File: src/rtl/crc_pkg.sv
package crc_pkg;
  localparam int unsigned CRC_W  = 32;
  localparam int unsigned DATA_W = 32;
  localparam int unsigned LANES  = DATA_W / 8;
  localparam int unsigned MODE_W = 6;

  localparam logic [31:0] POLY_CCITT = 32'h0000_1021;
  localparam logic [31:0] POLY_C16   = 32'h0000_8005;
  localparam logic [31:0] POLY_C32   = 32'h04C1_1DB7;

  typedef enum logic [1:0] {
    SEL_CCITT = 2'd0,
    SEL_C16   = 2'd1,
    SEL_C32   = 2'd2,
    SEL_C32B  = 2'd3
  } poly_sel_e;

  function automatic logic [CRC_W-1:0] width_mask(input logic [1:0] sel);
    width_mask = sel[1] ? 32'hFFFF_FFFF : 32'h0000_FFFF;
  endfunction

  // one byte, MSB first, non-reflected
  function automatic logic [CRC_W-1:0] step_byte(input logic [CRC_W-1:0] c,
                                                 input logic [7:0] b,
                                                 input logic [1:0] sel);
    logic [CRC_W-1:0] r;
    logic             fb;
    r = c;
    for (int k = 7; k >= 0; k--) begin
      if (sel[1]) begin
        fb = r[31] ^ b[k];
        r  = {r[30:0], 1'b0};
        if (fb) r = r ^ POLY_C32;
      end else begin
        fb = r[15] ^ b[k];
        r  = {16'h0, r[14:0], 1'b0};
        if (fb) r = r ^ (sel[0] ? POLY_C16 : POLY_CCITT);
      end
    end
    step_byte = r;
  endfunction
endpackage

File: src/rtl/crc_in_xform.sv
module crc_in_xform
  import crc_pkg::*;
(
  input  logic [DATA_W-1:0] data_i,
  input  logic [1:0]        size_i,
  input  logic              rev_i,
  input  logic              inv_i,
  output logic [DATA_W-1:0] word_o,
  output logic [3:0]        nbytes_o
);
  logic [DATA_W-1:0] masked, rev8, rev16, rev32, mask;

  always_comb begin
    unique case (size_i)
      2'd0:    begin mask = 32'h0000_00FF; nbytes_o = 4'd1; end
      2'd1:    begin mask = 32'h0000_FFFF; nbytes_o = 4'd2; end
      default: begin mask = 32'hFFFF_FFFF; nbytes_o = 4'(LANES); end
    endcase
  end

  assign masked = data_i & mask;

  for (genvar i = 0; i < DATA_W; i++) begin : g_rev
    assign rev32[i] = masked[DATA_W-1-i];
    if (i < 16) begin : g_h
      assign rev16[i] = masked[15-i];
    end else begin : g_hz
      assign rev16[i] = 1'b0;
    end
    if (i < 8) begin : g_b
      assign rev8[i] = masked[7-i];
    end else begin : g_bz
      assign rev8[i] = 1'b0;
    end
  end

  always_comb begin
    word_o = masked;
    if (rev_i) begin
      unique case (size_i)
        2'd0:    word_o = rev8;
        2'd1:    word_o = rev16;
        default: word_o = rev32;
      endcase
    end
    if (inv_i) word_o = word_o ^ mask;
  end
endmodule

File: src/rtl/crc_core.sv
module crc_core
  import crc_pkg::*;
(
  input  logic [CRC_W-1:0]  crc_i,
  input  logic [DATA_W-1:0] word_i,
  input  logic [3:0]        nbytes_i,
  input  logic [1:0]        sel_i,
  output logic [CRC_W-1:0]  crc_o
);
  logic [CRC_W-1:0] stage [LANES+1];

  assign stage[0] = crc_i;

  for (genvar i = 0; i < LANES; i++) begin : g_lane
    assign stage[i+1] = (4'(i) < nbytes_i)
                        ? step_byte(stage[i], word_i[8*i +: 8], sel_i)
                        : stage[i];
  end

  assign crc_o = stage[LANES];
endmodule

File: src/rtl/crc_out_xform.sv
module crc_out_xform
  import crc_pkg::*;
(
  input  logic [CRC_W-1:0] crc_i,
  input  logic             wide_i,
  input  logic             rev_i,
  input  logic             inv_i,
  output logic [CRC_W-1:0] sum_o
);
  logic [CRC_W-1:0] rev_w, rev_n, mask, v;

  for (genvar i = 0; i < CRC_W; i++) begin : g_rev
    assign rev_w[i] = crc_i[CRC_W-1-i];
    if (i < 16) begin : g_n
      assign rev_n[i] = crc_i[15-i];
    end else begin : g_nz
      assign rev_n[i] = 1'b0;
    end
  end

  assign mask = wide_i ? 32'hFFFF_FFFF : 32'h0000_FFFF;

  always_comb begin
    v = crc_i & mask;
    if (rev_i) v = wide_i ? rev_w : rev_n;
    if (inv_i) v = v ^ mask;
    sum_o = v;
  end
endmodule

File: src/rtl/crc_engine.sv
module crc_engine
  import crc_pkg::*;
(
  input  logic              clk_i,
  input  logic              rst_ni,
  input  logic              mode_we_i,
  input  logic [MODE_W-1:0] mode_i,
  input  logic              seed_we_i,
  input  logic [CRC_W-1:0]  seed_i,
  input  logic              data_we_i,
  input  logic [1:0]        data_size_i,
  input  logic [DATA_W-1:0] data_i,
  output logic [CRC_W-1:0]  sum_o
);
  logic [MODE_W-1:0] mode_q, mode_n;
  logic [CRC_W-1:0]  seed_q, seed_n, crc_q, crc_step;
  logic [DATA_W-1:0] word;
  logic [3:0]        nbytes;
  logic              load;

  assign load   = mode_we_i | seed_we_i;
  assign mode_n = mode_we_i ? mode_i : mode_q;
  assign seed_n = seed_we_i ? seed_i : seed_q;

  crc_in_xform u_in (
    .data_i  (data_i),
    .size_i  (data_size_i),
    .rev_i   (mode_q[2]),
    .inv_i   (mode_q[3]),
    .word_o  (word),
    .nbytes_o(nbytes)
  );

  crc_core u_core (
    .crc_i   (crc_q),
    .word_i  (word),
    .nbytes_i(nbytes),
    .sel_i   (mode_q[1:0]),
    .crc_o   (crc_step)
  );

  crc_out_xform u_out (
    .crc_i (crc_q),
    .wide_i(mode_q[1]),
    .rev_i (mode_q[4]),
    .inv_i (mode_q[5]),
    .sum_o (sum_o)
  );

  always_ff @(posedge clk_i or negedge rst_ni) begin
    if (!rst_ni) begin
      mode_q <= '0;
      seed_q <= '1;
      crc_q  <= 32'h0000_FFFF;
    end else begin
      mode_q <= mode_n;
      seed_q <= seed_n;
      if (load)           crc_q <= seed_n & width_mask(mode_n[1:0]);
      else if (data_we_i) crc_q <= crc_step;
    end
  end

  assert_seed_load_R3: assert property (@(posedge clk_i) disable iff (!rst_ni)
    seed_we_i |=> crc_q == ($past(seed_i) & width_mask(mode_q[1:0])));

  assert_mode_reload_R4: assert property (@(posedge clk_i) disable iff (!rst_ni)
    (mode_we_i && !seed_we_i) |=> crc_q == ($past(seed_q) & width_mask(mode_q[1:0])));

  assert_hold_idle_R9: assert property (@(posedge clk_i) disable iff (!rst_ni)
    !(mode_we_i || seed_we_i || data_we_i) |=> $stable(crc_q) && $stable(sum_o));

  assert_narrow_upper_R8: assert property (@(posedge clk_i) disable iff (!rst_ni)
    !mode_q[1] |-> sum_o[31:16] == 16'h0);

  assert_narrow_state_R2: assert property (@(posedge clk_i) disable iff (!rst_ni)
    (!mode_q[1] && data_we_i && !load) |=> crc_q[31:16] == 16'h0);
endmodule

File: config.mk
export PLATFORM = sky130hd
export DESIGN_NAME = crc_engine
export DESIGN_NICKNAME = d
export VERILOG_FILES = /design/src/rtl/crc_pkg.sv /design/src/rtl/crc_in_xform.sv /design/src/rtl/crc_core.sv /design/src/rtl/crc_out_xform.sv /design/src/rtl/crc_engine.sv
export SDC_FILE = /design/constraint.sdc
export NUM_CORES = 1
export LEC_CHECK = 0
export BUFFER_PORTS_ARGS = -buffer_cell sky130_fd_sc_hd__buf_4
export CAP_MARGIN = 15
export CORE_ASPECT_RATIO = 0.75
export CORE_UTILIZATION = 35
export DETAILED_ROUTE_END_ITERATION = 8
export SLEW_MARGIN = 30
export SYNTH_ARGS = -nofsm -noshare
export SYNTH_HDL_FRONTEND = slang
export SYNTH_SLANG_ARGS = --single-unit
File: constraint.sdc
create_clock -name clk_i -period 16.23 [get_ports clk_i]
set_input_delay 0.8115 -clock clk_i [delete_from_list [all_inputs] [get_ports clk_i]]
set_output_delay 0.8115 -clock clk_i [all_outputs]
set_load 0.1 [all_outputs]
==> run summary <==
Placeable Area: 0.0412 mm2
vias post-DR: 14400
Reg2Reg Setup Slack: 6480 ps
DR WL/cell: 25.3 um
Hold WC Path Type: input pin to asynchronous set/reset pin
Skew-Pair Late Insertion Delay: 340 ps
dpl cells: 2391
IO Pins: 109
number of global-route vias before repair: 13400
Synth Net Count: 1908
Cells after Synth: 1830
initial antenna violation count: 2
Worst-path clk slew: 70 ps
max-cap viol count: 0
chip height: 180 um
Worst Skew: 8.24 ps
worst path arrival time: 11320 ps
FMAX: 90.4 MHz
dominant synthesized flop cell: dfstp_2
routability cong.: 1.00
FFs w/ async S/R, synth: 100%
DRC: 0
Slew Viols, Final: 0
Mapped Area: 0.0148 mm2
clock tree buffer depth: 2
DRT met1 WL: 28.4 mm
final hold vios: 0
H-tree depth: 3
initial DRC count: 1830
part of the cycle the worst path needs: 68.2%
dpl ws: 5060 ps
CTS tree: yes
Least-Margin Pin Slew: 980 ps
worst path required time: 16490 ps
dpl hpwl: 48.1 mm
Post-DRT Antenna Nets: 0
Final Worst Setup Slack: 5170 ps
clk sinks: 70
yosys warns: 0
grt total ovfl: 0
RSZ-0062 raised after global routing: false
DP Area: 0.0160 mm2
design area: 0.0163 mm2
Synth Register Bits: 70
post-route minimum period: 11060 ps
EDFF count, synth: 0
Fin Setup TNS: 0 ps
CP Capture Type: flip-flop
clk root buf: clkbuf_16
share of layout cells above drive strength 1: 16.7%
metal3 WL: 6.64 mm
DIE AREA: 0.0431 mm2
Synth cell types: 99
number of detailed-route iterations in the first pass: 6
TritonCTS buffer count: 9
final WL: 61.0 mm
Worst path max stage delay: 820 ps
post-synthesis sequential area ratio: 12.2%
pin count of the biggest net entering global routing: 77
status: completed
kind of critical path: input pin to flip-flop
Routed met2 length: 25.0 mm
Worst setup SP type: input pin
initial core utilization: 35.9%
row cnt: 64
Crit Path Max Fanout: 65
hold-fix buffers at CTS: 0
first-pass GRT wire length: 89.6 mm
worst rel slew slack: 34.2%
Via density: 6.00
top post-synthesis cells by area: xnor2_1 (18%), xor2_1 (8.8%), dfstp_2 (8.5%)
Area growth syn-to-layout: 10.5%
top sig layer: met4
reg2reg end: crc_q[2]$_DFFE_PN1P_
Post-Layout Cell Count: 2408
FF-to-FF path depth: 26
post-cts resize count: 0
synthesized area per cell: 8.08 um2
setup bufs post-CTS: 0
Top delay family on crit path: XOR/XNOR gates
GRT Overall Usage: 27.8%
nets@finish: 1919
Yosys top cell area share: 17.9%
CP bufs+invs: 4
slowest CP cell: xnor2_1
Final setup violation count: 0
Die X: 239 um
area leader, netlist: xnor2_1
port bufs: 108
worst flop-to-flop path startpoint: mode_q[1]$_DFF_PN0_
[synthesized netlist by cell type, types with 38 or more instances]
| cell type | instances |
|---|---|
| xnor2_1 | 302 |
| nand2_1 | 189 |
| xor2_1 | 149 |
| nor2_1 | 123 |
| o21ai_0 | 105 |
| clkbuf_1 | 99 |
| a21oi_1 | 86 |
| mux2i_1 | 63 |
| xnor3_1 | 52 |
| nand3_1 | 49 |
| dfstp_2 | 48 |
| mux2_2 | 38 |
[worst max path at each step]
stage / depth (start not counted) / slack, ps / start / endpoint
finish: 30 / 5170 / data_size_i[1] / crc_q[2]$_DFFE_PN1P_
global route: 31 / 4670 / data_size_i[1] / crc_q[2]$_DFFE_PN1P_
CTS: 31 / 5350 / data_size_i[1] / crc_q[0]$_DFFE_PN1P_
detailed placement: 31 / 5060 / data_size_i[1] / crc_q[0]$_DFFE_PN1P_
global placement: 32 / 5060 / data_size_i[0] / crc_q[2]$_DFFE_PN1P_
floorplan: 38 / 5940 / data_size_i[1] / crc_q[0]$_DFFE_PN1P_
[area by class of cell]
type,count,area [um2]
fill,4223,24900
multi-input combinational,1605,12400
sequential,70,1820
timing repair buffer,135,1010
tap,561,702
clock buffer,9,225
clock inverter,7,82.6
inverter,20,75.1
antenna,1,2.50
[registers in the layout, indices dropped and copies added (netlist names)]
| name | flops |
|---|---|
| seed_q | 32 |
| crc_q | 32 |
| mode_q | 6 |
[cells by family (layout without fill, tap and decap cells)]
kind of cell / Yosys count / in the layout / synth area share [%]
flip-flops: 70 / 70 / 12.2
other: 0 / 1 / 0
multiplexers: 103 / 103 / 7.33
adder cells (fa/ha/maj): 1 / 1 / 0.0846
buffers and inverters: 155 / 171 / 4.04
AND/OR/NAND/NOR: 540 / 540 / 18.0
XOR/XNOR: 531 / 531 / 38.3
AO/OA/AOI/OAI: 430 / 430 / 20.0
[cells in the final DEF (no fill, tap or decap), types with 8 or more instances in the layout]
cell type | synthesis | routed
and3_1 | 15 | 15
nand2b_1 | 10 | 10
clkbuf_16 | 0 | 9
a2bb2oi_1 | 10 | 10
a21oi_1 | 86 | 86
or3_1 | 20 | 20
a31oi_1 | 25 | 25
dfrtp_1 | 22 | 20
xnor2_1 | 302 | 300
nor2_1 | 123 | 119
xnor3_1 | 52 | 52
xnor2_2 | 8 | 10
nand2_1 | 189 | 189
o2111ai_1 | 9 | 9
mux2_2 | 38 | 38
nor3b_1 | 8 | 8
o21ai_0 | 105 | 105
a22oi_1 | 12 | 12
o22ai_1 | 15 | 15
buf_4 | 0 | 135
a211oi_1 | 16 | 16
xor2_2 | 10 | 10
nand3_1 | 49 | 49
inv_1 | 20 | 19
and2_1 | 25 | 25
xor2_1 | 149 | 149
o211ai_1 | 30 | 30
o21ai_1 | 12 | 11
nor3_1 | 25 | 25
o221ai_1 | 11 | 11
dfstp_2 | 48 | 48
nand4_1 | 14 | 14
mux2i_1 | 63 | 63
[through the flow]
stage          utilization [%]  hold slack, ps
2_1_floorplan                -             515
3_3_place_gp              38.8             551
3_5_place_dp              38.8             556
4_1_cts                   39.6             516
5_1_grt                   39.6             527
6_report                  39.6             510
[layer usage]
layer  track usage (%)  vias to the layer above
li1                  -                     6495
met1              42.7                     7134
met2              39.4                      763
met3              6.16                       56
met4              4.08                        0
met5                 0                        -
Power is left out: the tool's default activity adds up to more than one toggle a clock period on the data nets, which glitch-free logic cannot reach.
